==> src/rtl/bemem_pkg.sv <==
package bemem_pkg;

   typedef enum logic [1:0] {
      SZ_BYTE  = 2'b00,
      SZ_HALF  = 2'b01,
      SZ_WORD  = 2'b10,
      SZ_WORDX = 2'b11
   } acc_size_e;

   typedef logic [7:0] byte_t;

   function automatic logic size_is_word(acc_size_e s);
      return s[1];
   endfunction

endpackage

==> src/rtl/bemem_agen.sv <==
module bemem_agen
   import bemem_pkg::*;
#(
   parameter int AW = 32,
   parameter int OW = 16
) (
   input  logic [AW-1:0] base_i,
   input  logic [OW-1:0] offs_i,
   input  acc_size_e     size_i,
   output logic [AW-1:0] ea_o,
   output logic          misalign_o
);

   localparam int EXTW = AW - OW;

   generate
      if (OW > AW || OW < 2) begin : g_bad_ow
         $error("bemem_agen: offset width must be 2..AW");
      end
   endgenerate

   logic [AW-1:0] offs_sx;

   generate
      if (EXTW > 0) begin : g_sext
         assign offs_sx = {{EXTW{offs_i[OW-1]}}, offs_i};
      end else begin : g_noext
         assign offs_sx = offs_i;
      end
   endgenerate

   assign ea_o = base_i + offs_sx;

   always_comb begin
      unique case (size_i)
         SZ_BYTE: misalign_o = 1'b0;
         SZ_HALF: misalign_o = ea_o[0];
         default: misalign_o = |ea_o[1:0];
      endcase
   end

endmodule

==> src/rtl/bemem_lane.sv <==
module bemem_lane
   import bemem_pkg::*;
#(
   parameter int DW = 32,
   localparam int LANES = DW / 8,
   localparam int OB = $clog2(LANES)
) (
   input  acc_size_e         size_i,
   input  logic [OB-1:0]     ofs_i,
   input  logic              wr_i,
   input  logic              uns_i,
   input  logic              misalign_i,
   input  logic [DW-1:0]     wdata_i,
   input  logic [DW-1:0]     rword_i,
   output logic [LANES-1:0]  lane_we_o,
   output byte_t [LANES-1:0] lane_wd_o,
   output logic [DW-1:0]     rdata_o
);

   generate
      if (DW != 32) begin : g_bad_dw
         $error("bemem_lane: only a 32-bit word with four byte lanes is supported");
      end
   endgenerate

   byte_t rb [LANES];

   // lane k is the byte at word offset k; offset 0 is the most significant byte
   for (genvar k = 0; k < LANES; k++) begin : g_lane
      logic hit;

      assign rb[k] = rword_i[DW-1-8*k -: 8];

      always_comb begin
         unique case (size_i)
            SZ_BYTE: hit = (ofs_i == OB'(k));
            SZ_HALF: hit = (ofs_i[OB-1] == ((k / 2) != 0));
            default: hit = 1'b1;
         endcase
      end

      assign lane_we_o[k] = wr_i & ~misalign_i & hit;

      always_comb begin
         unique case (size_i)
            SZ_BYTE: lane_wd_o[k] = wdata_i[7:0];
            SZ_HALF: lane_wd_o[k] = ((k % 2) == 0) ? wdata_i[15:8] : wdata_i[7:0];
            default: lane_wd_o[k] = wdata_i[DW-1-8*k -: 8];
         endcase
      end
   end

   byte_t       bsel;
   logic [15:0] hsel;

   assign bsel = rb[ofs_i];
   assign hsel = ofs_i[OB-1] ? {rb[2], rb[3]} : {rb[0], rb[1]};

   always_comb begin
      if (misalign_i) begin
         rdata_o = '0;
      end else begin
         unique case (size_i)
            SZ_BYTE: rdata_o = uns_i ? {{(DW-8){1'b0}}, bsel}
                                     : {{(DW-8){bsel[7]}}, bsel};
            SZ_HALF: rdata_o = uns_i ? {{(DW-16){1'b0}}, hsel}
                                     : {{(DW-16){hsel[15]}}, hsel};
            default: rdata_o = rword_i;
         endcase
      end
   end

endmodule

==> src/rtl/bemem_array.sv <==
module bemem_array
   import bemem_pkg::*;
#(
   parameter int DEPTH = 256,
   parameter int DW = 32,
   localparam int LANES = DW / 8,
   localparam int WORDS = DEPTH / LANES,
   localparam int IW = $clog2(WORDS)
) (
   input  logic              clk,
   input  logic              rst_n,
   input  logic [IW-1:0]     idx_i,
   input  logic [LANES-1:0]  lane_we_i,
   input  byte_t [LANES-1:0] lane_wd_i,
   output logic [DW-1:0]     rword_o
);

   generate
      if (DEPTH < 2 * LANES || (DEPTH & (DEPTH - 1)) != 0) begin : g_bad_depth
         $error("bemem_array: DEPTH must be a power of two of at least two words");
      end
   endgenerate

   for (genvar k = 0; k < LANES; k++) begin : g_bank
      byte_t mem [WORDS];

      always_ff @(posedge clk or negedge rst_n) begin
         if (!rst_n) begin
            for (int i = 0; i < WORDS; i++) begin
               mem[i] <= '0;
            end
         end else if (lane_we_i[k]) begin
            mem[idx_i] <= lane_wd_i[k];
         end
      end

      assign rword_o[DW-1-8*k -: 8] = mem[idx_i];
   end

endmodule

==> src/rtl/bemem_unit.sv <==
module bemem_unit
   import bemem_pkg::*;
#(
   parameter int DEPTH = 256,
   parameter int AW = 32,
   parameter int OW = 16,
   parameter int DW = 32
) (
   input  logic          clk,
   input  logic          rst_n,
   input  logic [AW-1:0] base_i,
   input  logic [OW-1:0] offs_i,
   input  logic [1:0]    size_i,
   input  logic          uns_i,
   input  logic          wr_i,
   input  logic [DW-1:0] wdata_i,
   output logic [DW-1:0] rdata_o,
   output logic          misalign_o,
   output logic [AW-1:0] ea_o
);

   localparam int LANES = DW / 8;
   localparam int OB = $clog2(LANES);
   localparam int WORDS = DEPTH / LANES;
   localparam int IW = $clog2(WORDS);

   generate
      if (AW < IW + OB) begin : g_bad_aw
         $error("bemem_unit: address width too small for DEPTH");
      end
   endgenerate

   acc_size_e         size_e;
   logic [LANES-1:0]  lane_we;
   byte_t [LANES-1:0] lane_wd;
   logic [DW-1:0]     rword;

   assign size_e = acc_size_e'(size_i);

   bemem_agen #(.AW(AW), .OW(OW)) u_agen (
      .base_i     (base_i),
      .offs_i     (offs_i),
      .size_i     (size_e),
      .ea_o       (ea_o),
      .misalign_o (misalign_o)
   );

   bemem_lane #(.DW(DW)) u_lane (
      .size_i     (size_e),
      .ofs_i      (ea_o[OB-1:0]),
      .wr_i       (wr_i),
      .uns_i      (uns_i),
      .misalign_i (misalign_o),
      .wdata_i    (wdata_i),
      .rword_i    (rword),
      .lane_we_o  (lane_we),
      .lane_wd_o  (lane_wd),
      .rdata_o    (rdata_o)
   );

   bemem_array #(.DEPTH(DEPTH), .DW(DW)) u_array (
      .clk       (clk),
      .rst_n     (rst_n),
      .idx_i     (ea_o[IW+OB-1:OB]),
      .lane_we_i (lane_we),
      .lane_wd_i (lane_wd),
      .rword_o   (rword)
   );

endmodule

==> config.mk <==
export PLATFORM = sky130hd
export DESIGN_NAME = bemem_unit
export DESIGN_NICKNAME = d
export VERILOG_FILES = /design/src/rtl/bemem_pkg.sv /design/src/rtl/bemem_agen.sv /design/src/rtl/bemem_lane.sv /design/src/rtl/bemem_array.sv /design/src/rtl/bemem_unit.sv
export SDC_FILE = /design/constraint.sdc
export NUM_CORES = 2
export LEC_CHECK = 0
export BUFFER_PORTS_ARGS = -buffer_cell sky130_fd_sc_hd__buf_4
export CORE_MARGIN = 3
export CORE_UTILIZATION = 43
export DETAILED_ROUTE_END_ITERATION = 10
export PLACE_DENSITY = 0.66
export SKIP_LAST_GASP = 1
export SYNTH_ARGS = -nofsm -noshare
export SYNTH_HDL_FRONTEND = slang
export SYNTH_SLANG_ARGS = --single-unit
==> constraint.sdc <==
create_clock -name clk -period 12.6 [get_ports clk]
set_input_delay 2.52 -clock clk [delete_from_list [all_inputs] [get_ports clk]]
set_output_delay 2.52 -clock clk [all_outputs]
set_load 0.02 [all_outputs]
### Yosys cells after proc, flatten, opt, wreduce, memory -nomap -nowiden

Cells that the tools add are included.

| word-level totals | value |
|---|---|
| register bits after elaboration | 2048 |
| bits of input ports | 86 |

| operators by class | value |
|---|---|
| $add $sub $neg | 1 |
| order comparisons | 3 |
| eq/ne operators | 4 |
| muxes and demuxes | 34 |
| bitwise operators | 9 |
| reduce and logical (&&, ||, !) cells | 5 |

Operators with widths:

| operator | number |
|---|---|
| $bwmux W512 | 4 |
| $bmux W8 S6 | 4 |
| $mux W8 | 13 |
| $mux W32 | 3 |
| $pmux W32 S2 | 1 |
| $demux W8 S6 | 1 |
| $add A32 B32 Y32 | 1 |
| $bmux W8 S2 | 1 |
| $mux W16 | 1 |
| $pmux W8 S2 | 1 |
| $pmux W1 S2 | 5 |
| $ge A7 B7 Y1 const B | 1 |
| $lt A7 B1 Y1 const B | 1 |
| $not A6 Y7 | 1 |
| $and A1 B1 Y1 | 5 |
| $eq A2 B1 Y1 const B | 2 |
| $eq A2 B2 Y1 const B | 2 |
| $logic_not A2 Y1 | 2 |
| $reduce_or A2 Y1 | 2 |
| $ge A3 B3 Y1 const B | 1 |
| $not A2 Y3 | 1 |
| $not A1 Y1 | 2 |
| $logic_and A1 B1 Y1 | 1 |

### Logic depth before layout (Yosys ltp)

| depth | value |
|---|---|
| depth after elaboration | 11 |
| gate-level depth with buffers | 21 |

### By module

A second synthesis with hierarchy kept.

| second synthesis, totals | value |
|---|---|
| cells, all modules | 7274 |
| area total of the unflattened synthesis | 95808.1 µm² |

By module, submodules not included:

| module | instances | cells an instance | area an instance (µm²) |
|---|---|---|---|
| bemem_array | 1 | 6859 | 92965.4 |
| bemem_agen | 1 | 224 | 1614.0 |
| bemem_lane | 1 | 191 | 1228.7 |

### Worst setup path before layout

Ideal clock, no wire load.

| path | value |
|---|---|
| path kind | input port to output port |
| start | input base_i[0] |
| end | output rdata_o[6] |
| arrival | 6.424 ns |
| data required time | 10.080 ns |
| slack | 3.656 ns |
| stages | 14 |
| path through | ha_1 fa_1 xnor2_2 clkbuf_1 buf_2 buf_2 buf_2 buf_1 clkbuf_1 o221ai_1 a221oi_1 nand3_1 o2bb2ai_1 o32ai_1 |

| on the way | value |
|---|---|
| longest elaborated chain between the ends | 11 |

Ends and longest elaborated chain:

| item | line | text |
|---|---|---|
| start: declaration | bemem_unit.sv:11 | `input logic [AW-1:0] base_i,` |
| $add A32 B32 Y32 (*) | bemem_agen.sv:32 | `assign ea_o = base_i + offs_sx;` |
| $not A6 Y7 (not written as such) | bemem_array.sv:37 | `assign rword_o[DW-1-8*k -: 8] = mem[idx_i];` |
| $bmux W8 S6 | bemem_array.sv:37 |  |
| $mux W8 (not written as such) (2 in series) | bemem_array.sv:37 |  |
| $bmux W8 S2 | bemem_lane.sv:56 | `assign bsel = rb[ofs_i];` |
| $mux W8 (not written as such) (2 in series) | bemem_lane.sv:56 |  |
| $mux W32 | bemem_lane.sv:64 | `SZ_BYTE: rdata_o = uns_i ? {{(DW-8){1'b0}}, bsel}` |
| $pmux W32 S2 | bemem_lane.sv:63 | `unique case (size_i)` |
| $mux W32 (*) | bemem_lane.sv:60 | `if (misalign_i) begin` |
| end: declaration | bemem_unit.sv:17 | `output logic [DW-1:0] rdata_o,` |

Mark *: on every way between the ends. The rest lies on a longest branch, timed or not. The select of a mux whose other input is x is not followed.

### Worst setup path after layout

| path | value |
|---|---|
| start | input base_i[3] |
| end | output rdata_o[6] |

| on the way | value |
|---|---|
| longest elaborated chain between the ends | 11 |

Ends and longest elaborated chain:

| item | line |
|---|---|
| $add A32 B32 Y32 (*) | bemem_agen.sv:32 |
| $not A6 Y7 (not written as such) (*) | bemem_array.sv:37 |
| $bmux W8 S6 | bemem_array.sv:37 |
| $mux W8 (not written as such) (2 in series) | bemem_array.sv:37 |
| $bmux W8 S2 | bemem_lane.sv:56 |
| $mux W8 (not written as such) (2 in series) | bemem_lane.sv:56 |
| $mux W32 | bemem_lane.sv:64 |
| $pmux W32 S2 (*) | bemem_lane.sv:63 |
| $mux W32 (*) | bemem_lane.sv:60 |

Marked as above.

==> results.yml <==
global_routing:
  grt_usage_pct: 32.19
  antenna_found_initial: 21
  first_global_vias: 76610
  grt_pass1_wl_um: 530300
  overflow: 0
  grt_max_degree: 177
setup_path:
  endpoint_kind: "primary output"
  worstPathArrival_ns: 9.79
  start_kind: "input port"
  r2r_start: "u_array.g_bank[3].mem[422]"
  cp_slowest_stage_delay_ns: 1.13
  crit_chain: "buf_4 > ha_1 > o21ai_0 > o21ai_1 > a221o_1 > buf_4 > a21oi_1 > buf_4 > nand2_2 > buf_4 > buf_4 > nor4_1 > nor4_1 > o2111ai_1 > a21oi_1 > o2bb2ai_1 > o32ai_1 > buf_4"
  crit_slowest_cell: "a21oi_1"
  required_ns: 10.08
  cp_max_fo: 21
  crit_top_cell: "buf_4"
  worst-setup-path-type: "in -> out"
  crit_path_start: "base_i[3]"
clock_network:
  ctsResizeCount: 0
  htreeDepth: 4
  insertion_delay_ns: 0.87
  cts_buffers: 211
  cts-root-buf: "clkbuf_16"
  clk_pin_slew_ns: 0.06
  cts_tree: "yes"
  cts-hold-fix-buffers: 0
  post_cts_buffers: 0
  cts.sinks: 2048
  clk_path_buf_depth: 3
synthesis:
  synth_flop_cell: "dfrtp_1"
  yosys_warnings: 0
  synth_seq_cells: 2048
  syn_nets: 9825
  synth_edf_count: 0
  synth_seq_area_share_pct: 55.47
  ys_types: 95
  syn_inst: 9707
  synth.avg_cell_area_um2: 9.518
  async_reset_ff_share_pct: 100.0
  syn_area_um2: 92390
sta:
  maxSlewViolCount: 12
  skew_ns: 0
  max_freq_mhz: 81.22
  grt_setup_unrepaired: "no"
  period_share_pct: 97.71
  fin_crit_ns: 12.31
  setup-violations-final: 0
  tightest_slew_ns: 1.529
  setup-tns-final_ns: 0
  max_slew_margin_pct: -2.898
  finalHoldViolations: 0
floorplanning:
  row_count: 169
  die_h_um: 469.5
  io_pins: 151
  dieArea_um2: 220500
  start_util_pct: 43.39
  die-width_um: 469.5
  core_area_um2: 212900
detailed_routing:
  first_iter_violations: 10920
  wl_per_cell_um: 29.00
  num_vias: 79470
  drt-pass1-iter-count: 6
  drc: 0
  drt-total-wl_um: 364200
  avgViaCountPerCell: 6.330
  ant_nets: 0
layout:
  drive_gt1_share_pct: 14.22
  fillers: 19300
  largest_reg_flops: 2048
  biggestRegsByFlops: "u_array.g_bank.mem x2048"
  largest-register: "u_array.g_bank.mem"
  finalNonFillerCells: 12560
  fin_nets: 9665
  area_growth_pct: 12.35
pwr:
  power_mw: 19.68
  ir_drop_mv: 0.1238
  power.leakage_nw: 46.89
  powerDensity_nw_per_um2: 189.6
placed_design:
  hpwl_um: 228000
  dpl.cell_count: 12150
  gp_congestion: 1.004
  portBuffers: 150
outcome:
  outcome: "finished, violations left"
  violations: "capacitance limit, slew limit"
min_path:
  min_path_type: "reg -> reg"
  worstHoldStart: "u_array.g_bank[2].mem[178]"
job:
  cap_violations: 2
==> cell usage after synthesis, drive strengths merged, types with 46 or more instances <==
cell type | n | area [um^2]
a211oi | 47 | 377.9
a21oi | 699 | 3517
a31oi | 133 | 832.1
a32oi | 46 | 402.9
buf | 282 | 1400
clkbuf | 495 | 1859
dfrtp | 2048 | 51250
mux2 | 520 | 5856
mux2i | 106 | 1061
nand2 | 1922 | 7232
nand3 | 189 | 965.9
nor2 | 947 | 3557
nor3 | 133 | 670.6
o21ai | 1209 | 6066
o221ai | 89 | 785.8
o22ai | 311 | 1946
==> through the flow <==
stage / worst slack [ns] / utilization, % / hold slack [ns] / area [um^2]
2_1_floorplan: 3.656 / - / 0.4418 / 92390
3_3_place_gp: 1.025 / 45.38 / 0.4533 / 96620
3_5_place_dp: 1.051 / 45.38 / 0.4657 / 96630
4_1_cts: 1.038 / 48.71 / 0.4795 / 103700
5_1_grt: 0.3929 / 48.73 / 0.4924 / 103800
6_report: 0.2883 / 48.75 / 0.4734 / 103800
==> worst paths after layout <==
path / cells past startpoint / slack (ns) / to
worst min-delay path: 2 / 0.47 / u_array.g_bank[2].mem[178]
min in group asynchronous: 1 / 1.65 / u_array.g_bank[3].mem[92]
worst min register to register: 2 / 0.47 / u_array.g_bank[2].mem[178]
worst max register to register: 1 / 11.66 / u_array.g_bank[3].mem[422]
worst max-delay path: 18 / 0.29 / rdata_o[6]
max in group asynchronous: 4 / 8.22 / u_array.g_bank[0].mem[156]
==> layout make-up <==
type | count | area (um^2) | share of cell area [%]
clock buffer | 324 | 6359 | 6.126
sequential | 2048 | 51250 | 49.38
timing repair buffer | 404 | 3390 | 3.266
antenna | 14 | 35.03 | 0.03375
inverter | 17 | 91.34 | 0.08800
tap | 2821 | 3530 | 3.401
clock inverter | 62 | 729.5 | 0.7028
multi-input combinational | 6865 | 38410 | 37.01
==> metal layers <==
metal,vias up,track usage [%],part of all wire [%]
met2,5337,47.29,43
li1,33750,-,-
met5,-,0,0.014
met4,8,22.35,8.2
met1,39060,40.75,37
met3,1321,9.670,12
==> kinds of logic (layout without fill, tap and decap cells) <==
| group | after synthesis | count (layout) | share of synthesized area [%] |
|---|---|---|---|
| adders and majority gates | 32 | 32 | 0.4415 |
| and+or+nand+nor | 3343 | 3343 | 14.53 |
| DFF | 2048 | 2048 | 55.47 |
| muxes | 648 | 648 | 8.023 |
| other | 0 | 14 | 0 |
| buffers and inverters | 794 | 807 | 3.598 |
| AOI/OAI and AO/OA | 2810 | 2810 | 17.62 |
| xor gates and xnor gates | 32 | 32 | 0.3196 |
==> worst max-delay path, delay by kind of cell <==
kind | cells | cell delay (ns)
AOI/OAI and AO/OA | 8 | 2.99
and+or+nand+nor | 3 | 1.68
buffers and inverters | 6 | 1.55
adders and majority gates | 1 | 1.01
==> placed cells by master, fill, tap and decap left out, drive strengths merged, types with 17 or more instances in the layout <==
cell type and n:
a311oi 17, o2111ai 18, a21oi 699, o211ai 39
nor2 947, ha 31, o21ai 1209, xnor2 25
o22ai 311, clkbuf 325, o22a 25, buf 403
a211oi 47, a31oi 133, nor3 133, a32oi 46
mux2i 106, mux4 22, clkinv 49, nor4 39
mux2 520, and3 35, nand2 1922, or3 18
a21o 17, a221oi 17, inv 19, nand3 189
o221ai 89, nand4 26, dfrtp 2048
==> power breakdown <==
group	switching, mW	internal, mW
Combinational	3.34	1.55
Clock	2.74	3.68
Sequential	0.672	7.71
No activity file was read; power rests on OpenSTA's default activity.
